**config.mk**
```make
export PLATFORM = sky130hd
export DESIGN_NAME = pred_cmp_file
export DESIGN_NICKNAME = d
export VERILOG_FILES = /design/src/rtl/pred_pkg.sv /design/src/rtl/pred_cmp_unit.sv /design/src/rtl/pred_store.sv /design/src/rtl/pred_read_port.sv /design/src/rtl/pred_cmp_file.sv
export SDC_FILE = /design/constraint.sdc
export NUM_CORES = 1
export LEC_CHECK = 0
export ABC_AREA = 0
export BUFFER_PORTS_ARGS = -buffer_cell sky130_fd_sc_hd__buf_2
export CORE_MARGIN = 2
export CORE_UTILIZATION = 30
export CTS_BUF_LIST = sky130_fd_sc_hd__clkbuf_16
export DETAILED_ROUTE_END_ITERATION = 6
export SYNTH_ARGS = -nofsm -noshare
export SYNTH_HDL_FRONTEND = slang
export SYNTH_HIERARCHICAL = 1
export SYNTH_SLANG_ARGS = --single-unit
```
**constraint.sdc**
```tcl
create_clock -name clk -period 7.5 [get_ports clk]
set_input_delay 0.75 -clock clk [delete_from_list [all_inputs] [get_ports clk]]
set_output_delay 0.75 -clock clk [all_outputs]
set_load 0.01 [all_outputs]
```
**src/rtl/pred_pkg.sv**
```systemverilog
package pred_pkg;

    localparam int unsigned NUM_PREDS = 64;
    localparam int unsigned DATA_W    = 64;
    localparam int unsigned NUM_SLOTS = 2;
    localparam int unsigned PIDX_W    = $clog2(NUM_PREDS);

    typedef enum logic [1:0] {
        REL_EQ   = 2'd0,
        REL_NE   = 2'd1,
        REL_LT_S = 2'd2,
        REL_LT_U = 2'd3
    } rel_e;

    // Write request produced by the compare unit for the flag store.
    typedef struct packed {
        logic              valid;
        logic [PIDX_W-1:0] dst_t;
        logic [PIDX_W-1:0] dst_f;
        logic              res;
    } pwrite_t;

    // Signed less-than built from the unsigned result and the sign bits.
    function automatic logic signed_lt(input logic sa, input logic sb, input logic ult);
        return (sa != sb) ? sa : ult;
    endfunction

endpackage

```
**src/rtl/pred_cmp_unit.sv**
```systemverilog
module pred_cmp_unit
    import pred_pkg::*;
#(
    parameter int unsigned W  = DATA_W,
    parameter int unsigned IW = PIDX_W
) (
    input  logic          valid,
    input  rel_e          rel,
    input  logic [W-1:0]  a,
    input  logic [W-1:0]  b,
    input  logic [IW-1:0] dst_t,
    input  logic [IW-1:0] dst_f,
    output pwrite_t       wr
);
    logic eq, ult, slt, res;

    always_comb begin
        eq  = (a == b);
        ult = (a < b);
        slt = signed_lt(a[W-1], b[W-1], ult);
        unique case (rel)
            REL_EQ:   res = eq;
            REL_NE:   res = !eq;
            REL_LT_S: res = slt;
            REL_LT_U: res = ult;
            default:  res = 1'b0;
        endcase
    end

    always_comb begin
        wr.valid = valid;
        wr.dst_t = dst_t;
        wr.dst_f = dst_f;
        wr.res   = res;
    end
endmodule

```
**src/rtl/pred_store.sv**
```systemverilog
module pred_store
    import pred_pkg::*;
#(
    parameter int unsigned N = NUM_PREDS
) (
    input  logic         clk,
    input  logic         rst,
    input  pwrite_t      wr,
    output logic [N-1:0] bits
);
    for (genvar i = 0; i < N; i++) begin : g_reg
        if (i == 0) begin : g_true
            assign bits[i] = 1'b1;
        end else begin : g_flop
            logic q;
            logic hit_t, hit_f;
            assign hit_t = wr.valid && (wr.dst_t == PIDX_W'(i));
            assign hit_f = wr.valid && (wr.dst_f == PIDX_W'(i));
            always_ff @(posedge clk) begin
                if (rst)        q <= 1'b0;
                else if (hit_f) q <= !wr.res;   // inverse wins on collision
                else if (hit_t) q <= wr.res;
            end
            assign bits[i] = q;
        end
    end
endmodule

```
**src/rtl/pred_read_port.sv**
```systemverilog
module pred_read_port
    import pred_pkg::*;
#(
    parameter int unsigned N  = NUM_PREDS,
    parameter int unsigned IW = PIDX_W
) (
    input  logic [N-1:0]  bits,
    input  logic [IW-1:0] idx,
    output logic          en
);
    assign en = bits[idx];
endmodule

```
**src/rtl/pred_cmp_file.sv**
```systemverilog
module pred_cmp_file
    import pred_pkg::*;
#(
    parameter int unsigned NP = NUM_PREDS,
    parameter int unsigned W  = DATA_W,
    parameter int unsigned NS = NUM_SLOTS,
    localparam int unsigned IW = $clog2(NP)
) (
    input  logic                   clk,
    input  logic                   rst,
    input  logic                   cmp_valid,
    input  logic [1:0]             cmp_rel,
    input  logic [W-1:0]           cmp_a,
    input  logic [W-1:0]           cmp_b,
    input  logic [IW-1:0]          cmp_dst_t,
    input  logic [IW-1:0]          cmp_dst_f,
    input  logic [NS-1:0][IW-1:0]  slot_qp,
    output logic [NS-1:0]          slot_exec
);
    pwrite_t        wr;
    logic [NP-1:0]  pred_q;

    pred_cmp_unit #(.W(W), .IW(IW)) u_cmp (
        .valid (cmp_valid),
        .rel   (rel_e'(cmp_rel)),
        .a     (cmp_a),
        .b     (cmp_b),
        .dst_t (cmp_dst_t),
        .dst_f (cmp_dst_f),
        .wr    (wr)
    );

    pred_store #(.N(NP)) u_store (
        .clk  (clk),
        .rst  (rst),
        .wr   (wr),
        .bits (pred_q)
    );

    for (genvar s = 0; s < NS; s++) begin : g_slot
        pred_read_port #(.N(NP), .IW(IW)) u_rd (
            .bits (pred_q),
            .idx  (slot_qp[s]),
            .en   (slot_exec[s])
        );
    end
endmodule

```
==> PnR_summary.wiki <==
{| class="wikitable"
! Metric !! Value
|-
| Pwr/cell area || 123 mW/mm2
|-
| Leading cell type in the layout, fill and taps excluded || buf_2
|-
| Synthesis-stage register bit count || 63
|-
| Hold path cells || 2
|-
| Reg power frac || 36.3%
|-
| Min-delay worst type || reg -> reg
|-
| Biggest registers after layout || u_store/g.g_flop.q x63
|-
| Number of flip-flops under the largest register name || 63
|-
| Capture endpoint of the worst hold path || u_store/g_reg[61].g_flop.q$_SDFFE_PP0P_
|-
| Die span in x || between 150 and 200 um
|-
| Slew Limit Headroom || 15.7%
|-
| Kind of launch point of the worst setup path || input pin
|-
| Final period utilization || 53.6%
|-
| Switching Power || 0.295 mW
|-
| Required @ worst endpoint || 7750 ps
|-
| CTS root buf || clkbuf_16
|-
| Final setup violating endpoints || 0
|-
| Internal Power || 0.651 mW
|-
| Number of gates resized after cts || 0
|-
| Placement row count || 56
|-
| Maximum cell stage delay along the critical path || between 800 and 900 ps
|-
| Largest area contributor in the synthesized netlist || dfxtp_1
|-
| Syn Inst Count || 814
|-
| Number of DRC violations after detailed-routing iteration 0 || 590
|-
| Number of synthesis warnings || 6
|-
| Logic depth of the worst register-to-register path || 2
|-
| Leakage Power || 3.05 nW
|-
| Average detailed-routed wire length per instance || 19.9 um
|-
| IO Pins || ~160
|-
| Critical path endpoint category || flop
|-
| List of cells traversed by the critical path || buf_2 > ha_1 > a2111oi_0 > nand2_1 > a31oi_1 > nor4_1 > a311o_1 > o31ai_1 > and4_1 > a22oi_1 > a221oi_2
|-
| Synthesized area divided by synthesized cell count || slightly below 9 um2
|-
| Area growth from synthesis to final layout || 6.02%
|-
| Initial Utilization || between 30% and 40%
|-
| Post-detailed-route DRC marker count || 0
|-
| Die Span Y || between 150 and 200 um
|-
| Final TNS setup || 0 ps
|-
| Slowest cell on the critical path || and4_1
|-
| Number of H-tree levels || 3
|-
| Min-delay src || u_store/g_reg[61].g_flop.q$_SDFFE_PP0P_
|-
| Largest register by flop count || u_store/g.g_flop.q
|-
| Kind of cell adding the most delay to the critical path || compound AO/OA/AOI/OAI gates
|-
| Max Transition Viols Final || 0
|-
| Minimum period implied by the final worst setup slack || 4020 ps
|-
| Clock-pin slew on the worst setup and hold paths || roughly 50 ps
|-
| Buffer and inverter count on the worst path || 1
|-
| Combinational cell fraction of total power || 25.6%
|-
| EDFF count, synth || 0
|-
| Number of antenna violations at the first check in global routing || 4
|-
| CP Max Fanout || 16
|-
| Capture point of the worst reg-to-reg path || u_store/g_reg[34].g_flop.q$_SDFFE_PP0P_
|-
| Start-to-end type of the worst setup path || in -> reg
|-
| Share of the synthesized area in the top cell type || 17.4%
|-
| Top_reg_cell synth || dfxtp_1
|-
| Final Hold Violating Endpoints || 0
|-
| Half-perimeter wire length after placement || 16400 um
|-
| Largest cells by area after synthesis || dfxtp_1, ha_1, buf_4
|-
| Worst-case clock buffer depth || 2
|-
| Clock network latency to the later pin of the worst-skew pair || ~340 ps
|-
| Number of buffers inserted by post-CTS setup repair || 0
|-
| Number of clock sinks seen by CTS || 63
|-
| Switching share of power || roughly 31%
|-
| CTS tree || done
|-
| Seq/Total Area, Yosys || 17.4%
|-
| Wire length of the first global-routing pass || 36200 um
|-
| Unrepaired setup endpoints after global routing || false
|-
| FF-to-FF setup slack || 6560 ps
|-
| Count of hold buffers inserted by post-cts repair || 0
|-
| Commonest non-fill, non-tap cells in the layout || buf_2, inv_1, a22oi_1
|-
| Remaining antenna violation count after routing || 0
|-
| Area of the mapped netlist || 0.00723 mm2
|-
| Status || finished, final reports clean
|-
| GRT Resource Usage Total || roughly 18%
|-
| CP Data Arrival Time || 4270 ps
|-
| Final Core Density || between 30% and 40%
|-
| Fraction of synthesis flops using an asynchronous set or reset pin || 0%
|-
| Quantity of I/O buffers inserted on ports || approximately 160
|-
| Final RePlAce weighted congestion || between 0.8 and 0.9
|-
| Total gr overflow || 0
|-
| Area of the die || 0.0254 mm2
|-
| Area of the multi-input gates || 0.00468 mm2
|-
| Count of distinct cell types in the synthesized netlist || 67
|-
| Clk_skew || 0 ps
|-
| Mean number of vias per cell || 5.80
|-
| Core Box Area || roughly 0.024 mm2
|-
| Fill cells || roughly 2500
|-
| Via count of the routed design || 6715
|-
| DP Area || between 0.007 and 0.008 mm2
|-
| Number of search-and-repair iterations in the first detailed-routing pass || 6
|-
| Synthesized netlist net count || 1035
|-
| Number of global-route vias before repair || between 6000 and 7000
|-
| Startpoint of the most critical register-to-register path || u_store/g_reg[34].g_flop.q$_SDFFE_PP0P_
|-
| Highest Clock Rate || 249 MHz
|-
| Area of all placed cells without fillers || 0.00767 mm2
|-
| Worst voltage drop across the vdd grid || 120 uV
|-
| Number of nets in the final layout || 1055
|-
| Final wirelength || roughly 23000 um
|-
| Number of buffers inserted during clock tree synthesis || 9
|-
| Register Area || roughly 0.0013 mm2
|-
| Least-Margin Pin Slew || 1250 ps
|-
| Clock power frac || 38.2%
|-
| Number of max-capacitance violations reported || 0
|-
| Share of cells above drive strength 1 || 28.7%
|-
| Largest net degree at the start of global routing || 64
|}
[worst max path at each step]
stage	start	to	depth (start not counted)
after floorplan	cmp_b[33]	u_store/g_reg[18].g_flop.q$_SDFFE_PP0P_	14
after global placement	cmp_a[55]	u_store/g_reg[32].g_flop.q$_SDFFE_PP0P_	11
after detailed placement	cmp_a[55]	u_store/g_reg[42].g_flop.q$_SDFFE_PP0P_	11
after global routing	cmp_b[55]	u_store/g_reg[34].g_flop.q$_SDFFE_PP0P_	12
after CTS	cmp_a[55]	u_store/g_reg[42].g_flop.q$_SDFFE_PP0P_	11
final	cmp_a[55]	u_store/g_reg[53].g_flop.q$_SDFFE_PP0P_	11
[stage by stage]
| step | hold WS, ps | worst slack [ps] | instances | power [mW] |
|---|---|---|---|---|
| after global placement | 496 | 3280 | 1142 | 0.586 |
| after detailed placement | 497 | 3240 | 1142 | 0.588 |
| after CTS | 507 | 3560 | 1156 | 0.946 |
| after global routing | 543 | 3290 | 1157 | 0.990 |
| after floorplan | 472 | 4200 | 814 | 0.520 |
| final | 515 | 3480 | 1158 | 0.946 |
[worst reg2reg max path: cells and delay by family (launching register included)]
| kind | cells | cell delay, ps |
|---|---|---|
| compound gates | 2 | 420 |
| flops | 1 | 420 |
[synth_stat cells, types with 4 or more instances]
cell,instances
nand4b_1,4
a22oi_1,67
mux2i_1,11
nand4bb_1,6
a221oi_1,48
nand2_1,22
clkbuf_1,28
or4b_1,4
nand3_1,13
nand2b_1,6
a211oi_2,4
a21oi_1,23
nor4b_4,5
dfxtp_1,63
and3_1,5
o21ai_0,66
inv_1,72
a221oi_2,17
mux4_2,22
ha_1,64
nor3_1,6
nor2_1,20
a211oi_1,6
nor2b_1,5
nor4_1,10
nand4_1,18
and4bb_2,10
and4b_1,10
clkbuf_2,10
buf_4,78
buf_6,14
a21o_1,4
buf_2,16
[layer usage]
metal	share of wire, %	track usage [%]	vias to the layer above	wire length (um)
li1	-	-	3119	-
met1	40	22.7	3171	9350
met2	46	29.1	361	10700
met3	9.9	3.44	60	2290
met4	3.0	7.27	4	700
met5	0.13	0	-	30
[power by group through the flow]
stage          Sequential [mW]  Clock, mW  Combinational (mW)
4_1_cts                  0.343      0.364               0.239
2_1_floorplan            0.348          0               0.173
5_1_grt                  0.343      0.381               0.265
3_5_place_dp             0.350          0               0.238
3_3_place_gp             0.350          0               0.236
6_report                 0.343      0.361               0.242
[cell type report]
class / count / share of cell area (%)
inverters: 72 / 3.52
diodes: 2 / 0.0653
clock buffers: 9 / 2.94
well taps: 319 / 5.20
multi-input cells: 528 / 61.1
repair buffers: 160 / 10.5
clock inverters: 5 / 0.261
flip-flops and latches: 63 / 16.4
[cells by family (layout without fill, tap and decap cells)]
group | after synthesis | count (layout) | share of synthesized area, %
adder cells (fa/ha/maj) | 64 | 64 | 11.1
AO/OA/AOI/OAI | 258 | 258 | 26.8
buffers and inverters | 223 | 246 | 17.8
flip-flops | 63 | 63 | 17.4
multiplexers | 37 | 37 | 9.41
other | 1 | 3 | 0.0518
AND/OR/NAND/NOR | 168 | 168 | 17.4
Power figures use the tool's default switching activity.
